==> config.mk <==
export PLATFORM = sky130hd
export DESIGN_NAME = fdiv_bank
export DESIGN_NICKNAME = d
export VERILOG_FILES = /design/src/rtl/fdiv_pkg.sv /design/src/rtl/fdiv_regs.sv /design/src/rtl/fdiv_chan.sv /design/src/rtl/fdiv_bank.sv
export SDC_FILE = /design/constraint.sdc
export NUM_CORES = 1
export LEC_CHECK = 0
export BUFFER_PORTS_ARGS = -buffer_cell sky130_fd_sc_hd__buf_2
export CORE_MARGIN = 2
export CORE_UTILIZATION = 30
export CTS_CLUSTER_SIZE = 16
export DETAILED_ROUTE_END_ITERATION = 10
export SYNTH_ARGS = -nofsm -noshare
export SYNTH_HDL_FRONTEND = slang
export SYNTH_HIERARCHICAL = 1
export SYNTH_SLANG_ARGS = --single-unit
==> constraint.sdc <==
create_clock -name clk -period 2.7 [get_ports clk]
set_clock_uncertainty 0.2 [all_clocks]
set_input_delay 0.405 -clock clk [delete_from_list [all_inputs] [get_ports clk]]
set_output_delay 0.405 -clock clk [all_outputs]
set_load 0.02 [all_outputs]
==> src/rtl/fdiv_pkg.sv <==
package fdiv_pkg;
  localparam int FRAC_W   = 6;
  localparam int MULT     = 18;
  localparam int FRAC_MIN = 18;
  localparam int FRAC_MAX = 35;
  localparam int FRAC_RST = 18;
  localparam int LANE_W   = 8;
  localparam int ERR_BIT  = 6;
  localparam int GATE_BIT = 7;

  function automatic logic frac_legal(input logic [FRAC_W-1:0] f);
    return (int'(f) >= FRAC_MIN) && (int'(f) <= FRAC_MAX);
  endfunction
endpackage

==> src/rtl/fdiv_regs.sv <==
module fdiv_regs
  import fdiv_pkg::*;
#(
  parameter int NUM_OUTS  = 6,
  parameter int LANES     = 4,
  localparam int NUM_WORDS = (NUM_OUTS + LANES - 1) / LANES,
  localparam int ADDR_W    = (NUM_WORDS > 1) ? $clog2(NUM_WORDS) : 1,
  localparam int DATA_W    = LANES * LANE_W
) (
  input  logic                              clk,
  input  logic                              rst,
  input  logic                              wr_en,
  input  logic [ADDR_W-1:0]                 wr_addr,
  input  logic [DATA_W-1:0]                 wr_data,
  input  logic [ADDR_W-1:0]                 rd_addr,
  output logic [DATA_W-1:0]                 rd_data,
  output logic [NUM_OUTS-1:0][FRAC_W-1:0]   prog_frac,
  output logic [NUM_OUTS-1:0]               gate,
  output logic [NUM_OUTS-1:0]               err
);
  localparam int SLOTS = NUM_WORDS * LANES;

  logic [SLOTS*LANE_W-1:0] rb_flat;
  logic [DATA_W-1:0]       rd_q;
  logic                    unused_wr_bits;

  assign unused_wr_bits = ^wr_data;

  for (genvar i = 0; i < NUM_OUTS; i++) begin : g_lane
    localparam int W = i / LANES;
    localparam int L = i % LANES;
    logic [LANE_W-1:0] lane;
    logic              hit, ok;
    logic [FRAC_W-1:0] frac_q;
    logic              gate_q, err_q;

    assign lane = wr_data[L*LANE_W +: LANE_W];
    assign hit  = wr_en && (wr_addr == ADDR_W'(W));
    assign ok   = frac_legal(lane[FRAC_W-1:0]);

    always_ff @(posedge clk) begin
      if (rst) begin
        frac_q <= FRAC_W'(FRAC_RST);
        gate_q <= 1'b1;
        err_q  <= 1'b0;
      end else begin
        if (hit && ok) begin
          frac_q <= lane[FRAC_W-1:0];
          gate_q <= lane[GATE_BIT];
        end
        if (hit && !ok)
          err_q <= 1'b1;
        else if (hit && lane[ERR_BIT])
          err_q <= 1'b0;
      end
    end

    assign prog_frac[i] = frac_q;
    assign gate[i]      = gate_q;
    assign err[i]       = err_q;
    assign rb_flat[i*LANE_W +: LANE_W] = {gate_q, err_q, frac_q};

    // an out-of-range fraction leaves the lane untouched
    a_r3_bad_write_ignored: assert property (@(posedge clk) disable iff (rst)
      (hit && !ok) |=> ($stable(frac_q) && $stable(gate_q)));
    // the stored fraction is always a legal one
    a_r2_frac_legal: assert property (@(posedge clk) disable iff (rst)
      frac_legal(frac_q));
    // an illegal write leaves the error flag set
    a_r4_err_set: assert property (@(posedge clk) disable iff (rst)
      (hit && !ok) |=> err_q);
    // without a write to this lane the flag holds
    a_r4_err_sticky: assert property (@(posedge clk) disable iff (rst)
      (err_q && !hit) |=> err_q);
  end

  for (genvar s = NUM_OUTS; s < SLOTS; s++) begin : g_empty
    assign rb_flat[s*LANE_W +: LANE_W] = '0;
  end

  always_ff @(posedge clk) begin
    if (rst)
      rd_q <= '0;
    else if (int'(rd_addr) < NUM_WORDS)
      rd_q <= rb_flat[int'(rd_addr)*DATA_W +: DATA_W];
    else
      rd_q <= '0;
  end

  assign rd_data = rd_q;
endmodule

==> src/rtl/fdiv_chan.sv <==
module fdiv_chan
  import fdiv_pkg::*;
(
  input  logic              clk,
  input  logic              rst,
  input  logic              gate,
  input  logic [FRAC_W-1:0] prog_frac,
  output logic              pulse,
  output logic              stable
);
  logic [FRAC_W-1:0] acc_q;
  logic [FRAC_W-1:0] act_q;
  logic              pulse_q;
  logic [FRAC_W:0]   sum;
  logic              wrap;

  assign sum  = {1'b0, acc_q} + (FRAC_W+1)'(MULT);
  assign wrap = sum >= {1'b0, act_q};

  always_ff @(posedge clk) begin
    if (rst) begin
      acc_q   <= '0;
      act_q   <= FRAC_W'(FRAC_RST);
      pulse_q <= 1'b0;
    end else if (gate) begin
      acc_q   <= '0;
      act_q   <= prog_frac;
      pulse_q <= 1'b0;
    end else if (wrap) begin
      acc_q   <= FRAC_W'(sum - {1'b0, act_q});
      act_q   <= prog_frac;
      pulse_q <= 1'b1;
    end else begin
      acc_q   <= FRAC_W'(sum);
      pulse_q <= 1'b0;
    end
  end

  assign pulse  = pulse_q;
  assign stable = !gate && (act_q == prog_frac);

  // a gated channel emits nothing
  a_r5_gated_quiet: assert property (@(posedge clk) disable iff (rst)
    gate |=> !pulse_q);
  // a gated channel parks its phase at zero
  a_r6_gated_zero: assert property (@(posedge clk) disable iff (rst)
    gate |=> (acc_q == '0));
  // the working fraction changes only at a pulse or while gated
  a_r7_switch_at_pulse: assert property (@(posedge clk) disable iff (rst)
    !$stable(act_q) |-> (pulse_q || $past(gate)));
  // the residual phase stays below the working fraction
  a_r1_phase_bound: assert property (@(posedge clk) disable iff (rst)
    acc_q < act_q);
endmodule

==> src/rtl/fdiv_bank.sv <==
module fdiv_bank
  import fdiv_pkg::*;
#(
  parameter int NUM_OUTS = 6,
  parameter int LANES    = 4,
  localparam int NUM_WORDS = (NUM_OUTS + LANES - 1) / LANES,
  localparam int ADDR_W    = (NUM_WORDS > 1) ? $clog2(NUM_WORDS) : 1,
  localparam int DATA_W    = LANES * LANE_W
) (
  input  logic                clk,
  input  logic                rst,
  input  logic                wr_en,
  input  logic [ADDR_W-1:0]   wr_addr,
  input  logic [DATA_W-1:0]   wr_data,
  input  logic [ADDR_W-1:0]   rd_addr,
  output logic [DATA_W-1:0]   rd_data,
  output logic [NUM_OUTS-1:0] clk_en,
  output logic [NUM_OUTS-1:0] stable,
  output logic [NUM_OUTS-1:0] frac_err
);
  logic [NUM_OUTS-1:0][FRAC_W-1:0] prog_frac;
  logic [NUM_OUTS-1:0]             gate;

  fdiv_regs #(.NUM_OUTS(NUM_OUTS), .LANES(LANES)) u_regs (
    .clk(clk), .rst(rst),
    .wr_en(wr_en), .wr_addr(wr_addr), .wr_data(wr_data),
    .rd_addr(rd_addr), .rd_data(rd_data),
    .prog_frac(prog_frac), .gate(gate), .err(frac_err)
  );

  for (genvar i = 0; i < NUM_OUTS; i++) begin : g_chan
    fdiv_chan u_chan (
      .clk(clk), .rst(rst),
      .gate(gate[i]), .prog_frac(prog_frac[i]),
      .pulse(clk_en[i]), .stable(stable[i])
    );
  end
endmodule

==> impl_metrics.env, run 1 <==
export IMPL_gp_congestion=0.869
export IMPL_fmax_ghz=0.382
export IMPL_worstSkewPairLatency_ps=430
export IMPL_die_height_um=173
export IMPL_hold_viol_final=0
export IMPL_tns_ps=0
export IMPL_initial_core_util_pct=30.7
export IMPL_drc_errors=0
export IMPL_path_clk_slew_ps=60
export IMPL_htree_levels=4
export IMPL_first_pass_iters=5
export IMPL_vias_per_cell=4.76
export IMPL_power_share_switching_pct=24.3
export IMPL_dp_hpwl_um=15700
export IMPL_overflow=0
export IMPL_ys_types=48
export IMPL_required_ps=2100
export IMPL_yosysSeqAreaShare_pct=36.9
export IMPL_worst_slew_pin_slew_ps=1190
export IMPL_clkPwrFrac_pct=45.7
export IMPL_cts_buffers=17
export IMPL_synth_edf_count=0
export IMPL_syn_nets=1041
export IMPL_cp_arrival_ps=2010
export IMPL_clock_path_buffers=2
export IMPL_outcome="complete, no violations"
export IMPL_drt_iter0_drc=425
export IMPL_ys_async_sr_fraction_pct=0
export IMPL_clock_sinks=158
export IMPL_comb_power_share_pct=8.2
export IMPL_p_int_mw=3.95
export IMPL_ant_nets=0
export IMPL_grt_antenna_before_repair=0
export IMPL_area_growth_pct=17.4
export IMPL_synth_largest_area_cell="dfxtp_1"
export IMPL_fin_crit_sh_pct=97.0
export IMPL_diodes=0
export IMPL_ios=87
export IMPL_critPathMaxFanout=4
export IMPL_chipWidth_um=173
export IMPL_filler_cell_count=2906
export IMPL_port_buffer_count=86
export IMPL_grt_max_degree=100
export IMPL_first_global_vias=6485
export IMPL_synthCells=956
export IMPL_synth_top_cell_area_share_pct=36.9
export IMPL_rsz0062_at_grt="false"
export IMPL_grt_first_pass_wirelength_um=33800
export IMPL_dieArea_sq_um=29900
export IMPL_ir_worst_vdd_mv=0.351
export IMPL_p_sw_mw=1.27
export IMPL_vias=6847
export IMPL_start_kind="flop"
export IMPL_rows=61
export IMPL_layout_nets=1131
export IMPL_period_needed_ps=2620
export IMPL_setup_viol=0
export IMPL_yosysWarnings=6
export IMPL_synth_main_ff_cell="dfxtp_1"
export IMPL_synth_area_leaders="dfxtp_1, mux2i_1, ha_1, xor2_1, nor2_1"
export IMPL_core_area_sq_um=27900
export IMPL_syn_area_per_cell_sq_um=8.96
export IMPL_drive_above_1_share_pct=17.8
export IMPL_synth_seq_cells=158
export IMPL_critPathCaptureType="output port"
export IMPL_drv_cap=0
export IMPL_min_path_type="in2reg"
export IMPL_dp_cells=1403
export IMPL_syn_cell_area_sq_um=8570
export IMPL_track_usage_pct=13.9
export IMPL_max_slew_margin_pct=20.3
export IMPL_slew_violations=0
export IMPL_drt_wl_total_um=20800
export IMPL_critPathKind="reg2out"
export IMPL_cts_tree="built"
export IMPL_ctsRootBufferMaster="clkbuf_16"
export IMPL_p_per_area_nw_per_um2=519
export IMPL_drt_wirelength_per_cell_um=14.5
export IMPL_seqPwrFrac_pct=46.1
export IMPL_stdcell_count=1437
export IMPL_p_leak_nw=4.12
==> what timing repair did <==
item / CTS / global route
hold endpoints to repair: 0 / 0
pin swaps: 0 / 3
resized for setup: 1 / 0
setup buffers: 0 / 2
hold buffers: 0 / 0
endpoints found under the setup margin: 1 / 16
==> cell families (layout without fill, tap and decap cells) <==
family	after synthesis	in the layout	synth area share (%)
compound gates	182	182	14.4
xor+xnor	72	72	7.36
fa+ha+maj	48	48	7.53
buf+inv	88	191	4.58
flops	158	158	36.9
mux	77	77	8.99
simple gates	331	331	20.2
==> area by class of cell <==
cell class,count,area [sq um],share of cell area (%)
clock buffer,22,464,4.61
clock inverter,10,114,1.13
inverter,51,191,1.90
multi-input combinational,710,5020,49.9
sequential,158,3160,31.4
tap,378,473,4.70
timing repair buffer,108,636,6.32
==> per-layer routing <==
metal  up-vias  routed length [um]  global-route usage (%)
li1       3498                   -                       -
met1      3197               10500                    19.6
met2       133                9370                    21.5
met3        19                 614                    2.51
met4         0                 279                    4.38
met5         -                   0                       0
==> power by group through the flow <==
stage | sequential, mW | combinational, mW | clock (mW)
6_report | 2.41 | 0.426 | 2.39
5_1_grt | 2.41 | 0.466 | 2.55
4_1_cts | 2.41 | 0.426 | 2.46
3_5_place_dp | 2.46 | 0.424 | 0
3_3_place_gp | 2.46 | 0.421 | 0
2_1_floorplan | 2.47 | 0.274 | 0
==> through the flow <==
stage	total power [mW]	worst slack (ps)	hold slack, ps	utilization [%]	cell area, sq um
after global placement	2.88	183	287	33.8	9440
after CTS	5.29	60.1	4.21	35.9	10000
after global routing	5.43	5.98	31.9	36.0	10100
after floorplan	2.74	404	255	-	8570
final	5.22	80.1	15.3	36.0	10100
after detailed placement	2.88	153	297	33.8	9440
==> sequential cells by signal (all words and copies together), names as in the netlist <==
register / flops
g_chan.u_chan/acc_q: 36
g_chan.u_chan/act_q: 36
u_regs/g_lane.frac_q: 36
u_regs/rd_data: 32
g_chan.u_chan/pulse: 6
u_regs/g_lane.err_q: 6
u_regs/g_lane.gate_q: 6
==> worst max-delay path, stage by stage (launching register included) <==
cell,delay (ps)
dfxtp_1,360
xor2_1,150
or4_1,500
nor4_1,330
buf_2,240
==> Yosys cell counts (8+ instances only) <==
| cell | number |
|---|---|
| a21o_1 | 14 |
| nor3_1 | 20 |
| a21oi_1 | 60 |
| buf_4 | 12 |
| and2_1 | 17 |
| nand3_1 | 36 |
| o21a_1 | 8 |
| clkbuf_1 | 20 |
| nor2_1 | 97 |
| nand2b_1 | 49 |
| xor2_1 | 60 |
| xnor2_1 | 12 |
| nand2_1 | 49 |
| nor2b_1 | 9 |
| o21ai_0 | 44 |
| mux2i_1 | 77 |
| ha_1 | 42 |
| a21oi_2 | 8 |
| dfxtp_1 | 158 |
| a31oi_1 | 9 |
| inv_1 | 51 |
==> final timing paths <==
path / startpoint / endpoint / slack (ps) / cells after the start
worst max register to register: g_chan[1].u_chan/acc_q[1] / g_chan[1].u_chan/act_q[1] / 150 / 7
worst max-delay path: u_regs/g_lane[0].frac_q[1] / stable[0] / 80 / 4
worst min register to register: g_chan[5].u_chan/act_q[5] / g_chan[5].u_chan/act_q[5] / 300 / 2
worst min-delay path: wr_data[16] / u_regs/g_lane[2].frac_q[0] / 20 / 3
==> cells in the final DEF, fill, tap and decap left out, types with 42 or more instances in the layout <==
cell / n
a21oi_1: 60
buf_2: 85
dfxtp_1: 158
ha_1: 42
inv_1: 51
mux2i_1: 77
nand2_1: 49
nand2b_1: 49
nor2_1: 97
o21ai_0: 44
xor2_1: 60
No activity file was read; power rests on OpenSTA's default activity.
==> run 2: changes to the inputs <==
--- a/config.mk
+++ b/config.mk
@@ -8,6 +8,7 @@
 export BUFFER_PORTS_ARGS = -buffer_cell sky130_fd_sc_hd__buf_2
 export CORE_MARGIN = 2
 export CORE_UTILIZATION = 30
+export CTS_BUF_LIST = sky130_fd_sc_hd__clkbuf_2 sky130_fd_sc_hd__clkbuf_4 sky130_fd_sc_hd__clkbuf_8
 export CTS_CLUSTER_SIZE = 16
 export DETAILED_ROUTE_END_ITERATION = 10
 export SYNTH_ARGS = -nofsm -noshare
==> impl_metrics.env, run 2 (synthesized netlist as in run 1, its figures left out) <==
export IMPL_power_mw=4.65
export IMPL_p_int_mw=3.44
export IMPL_outcome="complete, no violations"
export IMPL_hold_viol_final=0
export IMPL_vias=6897
export IMPL_cp_arrival_ps=2040
export IMPL_drc_errors=0
export IMPL_critPathMaxFanout=4
export IMPL_critPathKind="reg2out"
export IMPL_max_slew_margin_pct=21.1
export IMPL_clock_path_buffers=2
export IMPL_final_common_cell="dfxtp_1"
export IMPL_area_growth_pct=16.4
export IMPL_power_share_switching_pct=25.9
export IMPL_routed_top_layer="met4"
export IMPL_die_height_um=173
export IMPL_grt_antenna_before_repair=0
export IMPL_first_global_vias=6543
export IMPL_track_usage_pct=14.0
export IMPL_grt_max_degree=100
export IMPL_final_cell_mix="dfxtp_1, nor2_1, buf_2"
export IMPL_clock_sinks=158
export IMPL_rows=61
export IMPL_worstSkewPairLatency_ps=460
export IMPL_grt_first_pass_wirelength_um=34000
export IMPL_gp_congestion=0.869
export IMPL_whs_ps=32.0
export IMPL_drt_wirelength_per_cell_um=14.5
export IMPL_vias_per_cell=4.78
export IMPL_p_sw_mw=1.21
export IMPL_chipWidth_um=173
export IMPL_place_ws_ps=153
export IMPL_route_met3_wl_um=656
export IMPL_layout_nets=1137
export IMPL_min_path_type="in2reg"
export IMPL_period_needed_ps=2650
export IMPL_filler_cell_count=2912
export IMPL_initial_core_util_pct=30.7
export IMPL_drt_wl_total_um=20900
export IMPL_p_per_area_nw_per_um2=466
export IMPL_wl_met2_um=9460
export IMPL_multi_input_area_sq_um=5050
export IMPL_drive_above_1_share_pct=18.3
export IMPL_worst_slew_pin_slew_ps=1180
export IMPL_slew_violations=0
export IMPL_cts_tree="built"
export IMPL_critPathCaptureType="output port"
export IMPL_diodes=0
export IMPL_overflow=0
export IMPL_htree_levels=4
export IMPL_fin_crit_sh_pct=98.1
export IMPL_p_leak_nw=4.07
export IMPL_routedLengthMet1_um=10500
export IMPL_ir_worst_vdd_mv=0.265
export IMPL_ios=87
export IMPL_clkPwrFrac_pct=38.9
export IMPL_port_buffer_count=86
export IMPL_path_clk_slew_ps=80
export IMPL_comb_power_share_pct=9.3
export IMPL_top_regs="g_chan.u_chan/acc_q (36), g_chan.u_chan/act_q (36), u_regs/g_lane.frac_q (36)"
export IMPL_start_kind="flop"
export IMPL_dp_hpwl_um=15700
export IMPL_core_area_sq_um=27900
export IMPL_drt_iter0_drc=371
export IMPL_worst_slack_ps=50.9
export IMPL_ctsRootBufferMaster="clkbuf_8"
export IMPL_first_pass_iters=5
export IMPL_drv_cap=0
export IMPL_dieArea_sq_um=29900
export IMPL_required_ps=2100
export IMPL_cts_buffers=17
export IMPL_fmax_ghz=0.377
export IMPL_register_area_sq_um=3160
export IMPL_seqPwrFrac_pct=51.7
export IMPL_ant_nets=0
export IMPL_setup_viol=0
run 2: timing repair:
item,CTS,global route
hold buffers,6,0
pin swaps,0,3
setup buffers,0,2
setup endpoints to repair,1,19
hold endpoints to repair,6,0
gates resized for setup,1,4
run 2: final timing paths:
| path | slack (ps) | from | cells past startpoint | end |
|---|---|---|---|---|
| setup reg to reg | 150 | g_chan[2].u_chan/acc_q[1] | 7 | g_chan[2].u_chan/act_q[1] |
| setup / recovery | 50 | u_regs/g_lane[0].frac_q[1] | 4 | stable[0] |
| hold reg to reg | 310 | g_chan[5].u_chan/act_q[5] | 2 | g_chan[5].u_chan/act_q[5] |
| hold / removal | 30 | wr_data[17] | 3 | u_regs/g_lane[2].frac_q[1] |
run 2: metrics by stage:
step	area [sq um]	setup TNS (ps)	std cells	util [%]
after floorplan	8570	0	956	-
after global placement	9440	0	1403	33.8
after detailed placement	9440	0	1403	33.8
after CTS	9900	0	1441	35.5
after global routing	9970	-36.5	1443	35.7
final	9970	0	1443	35.7
run 2: power groups by stage:
stage / combinational, mW / clock, mW / sequential (mW)
floorplan: 0.274 / 0 / 2.47
global placement: 0.421 / 0 / 2.46
detailed placement: 0.424 / 0 / 2.46
CTS: 0.434 / 1.87 / 2.41
global route: 0.477 / 1.97 / 2.41
finish: 0.434 / 1.81 / 2.40
run 2: area by class of cell:
type	instances	share of cell area, %
flip-flops and latches	158	31.7
multi-input cells	710	50.6
well taps	378	4.74
repair buffers	114	6.98
clock buffers	22	2.85
inverters	51	1.92
clock inverters	10	1.14
run 2: critical path: stages, from the launching register on:
cell and delay [ps]:
dfxtp_1 370, xor2_1 160, or4_1 560, nor4_2 270, buf_2 230
run 2: per-layer routing:
metal / track usage [%] / vias to the layer above
met5: 0 / -
met4: 4.38 / 0
met3: 2.64 / 21
met2: 21.6 / 130
met1: 19.5 / 3239
li1: - / 3507
==> run 3: changes to the inputs <==
--- a/config.mk
+++ b/config.mk
@@ -11,6 +11,7 @@
 export CTS_BUF_LIST = sky130_fd_sc_hd__clkbuf_2 sky130_fd_sc_hd__clkbuf_4 sky130_fd_sc_hd__clkbuf_8
 export CTS_CLUSTER_SIZE = 16
 export DETAILED_ROUTE_END_ITERATION = 10
+export SETUP_SLACK_MARGIN = 0.5
 export SYNTH_ARGS = -nofsm -noshare
 export SYNTH_HDL_FRONTEND = slang
 export SYNTH_HIERARCHICAL = 1
==> impl_metrics.env, run 3 (synthesized netlist as in run 1, its figures left out) <==
export IMPL_required_ps=2100
export IMPL_place_area_sq_um=9580
export IMPL_ios=87
export IMPL_first_pass_iters=4
export IMPL_slowest_delay_ps=520
export IMPL_p_per_area_nw_per_um2=416
export IMPL_critPathMaxFanout=3
export IMPL_top_regs="g_chan.u_chan/acc_q (36), g_chan.u_chan/act_q (36), u_regs/g_lane.frac_q (36)"
export IMPL_final_common_cell="dfxtp_1"
export IMPL_crit_path_cell_trace="xor2_1 > or4_1 > nor4_2 > buf_4"
export IMPL_slew_violations=0
export IMPL_drive_above_1_share_pct=36.2
export IMPL_crit_buf_inv=1
export IMPL_fin_crit_sh_pct=94.2
export IMPL_ctsRootBufferMaster="clkbuf_8"
export IMPL_grt_first_pass_wirelength_um=36100
export IMPL_first_global_vias=7134
export IMPL_ant_nets=0
export IMPL_die_height_um=173
export IMPL_final_cell_mix="dfxtp_1, nor2_1, buf_2"
export IMPL_rows=61
export IMPL_p_leak_nw=4.60
export IMPL_vias_per_cell=4.86
export IMPL_whs_ps=28.1
export IMPL_chipWidth_um=173
export IMPL_critPathCaptureType="output port"
export IMPL_max_slew_margin_pct=27.1
export IMPL_track_usage_pct=14.8
export IMPL_power_mw=4.91
export IMPL_cts_tree="built"
export IMPL_rsz0062_at_grt="true"
export IMPL_clock_path_buffers=2
export IMPL_drv_cap=0
export IMPL_hold_viol_final=0
export IMPL_port_buffer_count=86
export IMPL_overflow=0
export IMPL_cts_buffers=17
export IMPL_area_growth_pct=37.9
export IMPL_cp_slowest_cell="or4_1"
export IMPL_drt_iter0_drc=305
export IMPL_htree_levels=4
export IMPL_drt_wirelength_per_cell_um=15.6
export IMPL_vias=7354
export IMPL_core_area_sq_um=27900
export IMPL_min_path_type="in2reg"
export IMPL_drc_errors=0
export IMPL_critPathKind="reg2out"
export IMPL_outcome="complete, no violations"
export IMPL_cp_arrival_ps=1940
export IMPL_dp_hpwl_um=15700
export IMPL_path_clk_slew_ps=90
export IMPL_fmax_ghz=0.393
export IMPL_holdCritStartpoint="wr_data[2]"
export IMPL_start_kind="flop"
export IMPL_setup_viol=0
export IMPL_worstSkewPairLatency_ps=470
export IMPL_critPathLaunch="g_chan[0].u_chan/act_q[1]"
export IMPL_r2r_start="g_chan[2].u_chan/acc_q[1]"
export IMPL_cp_top_family="simple AND/OR/NAND/NOR gates"
export IMPL_ir_worst_vdd_mv=0.310
export IMPL_drt_wl_total_um=23700
export IMPL_initial_core_util_pct=30.7
export IMPL_gp_congestion=0.846
export IMPL_period_needed_ps=2540
export IMPL_final_area_sq_um=11800
export IMPL_grt_antenna_before_repair=1
export IMPL_grt_max_degree=66
export IMPL_clock_sinks=158
export IMPL_layout_nets=1207
export IMPL_tns_ps=0
export IMPL_worst_slew_pin_slew_ps=1090
export IMPL_dieArea_sq_um=29900
export IMPL_post_route_util_pct=42.3
## run 3: cell count changes in the layout (fill, tap and decap cells not counted), sizes merged
cell         delta
diode           +1
bufinv          +2
inv             +1
dlygate4sd3     +5
buf            +65
clkinv          -2
clkinvlp        -2
## run 3: worst paths after layout
check	slack (ps)	cells after the start	to
setup / recovery	160	4	stable[0]
hold reg to reg	280	1	u_regs/rd_data[30]
hold / removal	30	3	u_regs/g_lane[0].frac_q[2]
setup reg to reg	420	8	g_chan[2].u_chan/act_q[5]
## run 3: final cells by class
type                            count  area [sq um]
Fill cell                        2750         16100
Multi-Input combinational cell    710          6120
Sequential cell                   158          3260
Timing Repair Buffer              184          1320
Tap cell                          378           473
Clock buffer                       22           290
Inverter                           51           191
Clock inverter                      9           158
Antenna cell                        1          2.50
## run 3: metrics by stage
step           worst slack [ps]  instances
2_1_floorplan               435        956
3_3_place_gp                230       1397
3_5_place_dp                198       1397
4_1_cts                     134       1488
5_1_grt                    87.8       1513
6_report                    156       1513
## run 3: timing repair
action,CTS,global route
setup endpoints to repair,70,75
hold buffers,11,0
endpoints found under the hold margin,11,0
resized for setup,95,129
buffers inserted,49,24
pin swaps,50,71
## run 3: power by group
| group | total, mW | switching [mW] | internal, mW | leakage (nW) |
|---|---|---|---|---|
| clock network | 2.02 | 0.921 | 1.10 | 0.222 |
| registers | 2.39 | 0.0338 | 2.35 | 1.30 |
| logic | 0.502 | 0.286 | 0.216 | 3.07 |
| total | 4.91 | 1.24 | 3.67 | 4.60 |
## run 3: worst register-to-register path: stages, from the launching register on
cell and delay [ps]:
dfxtp_4 370, ha_4 180, xor2_4 190, ha_4 250, o21a_1 210, o221a_4 280, nor3_4 220, buf_12 150
mux2i_1 170
## run 3: metal layers
| layer | vias to the layer above | track usage [%] | share of wire (%) |
|---|---|---|---|
| met5 | - | 0 | 0 |
| met4 | 0 | 5.37 | 2.1 |
| met3 | 36 | 2.62 | 3.2 |
| met2 | 164 | 24.6 | 50 |
| met1 | 3515 | 19.2 | 45 |
| li1 | 3639 | - | - |
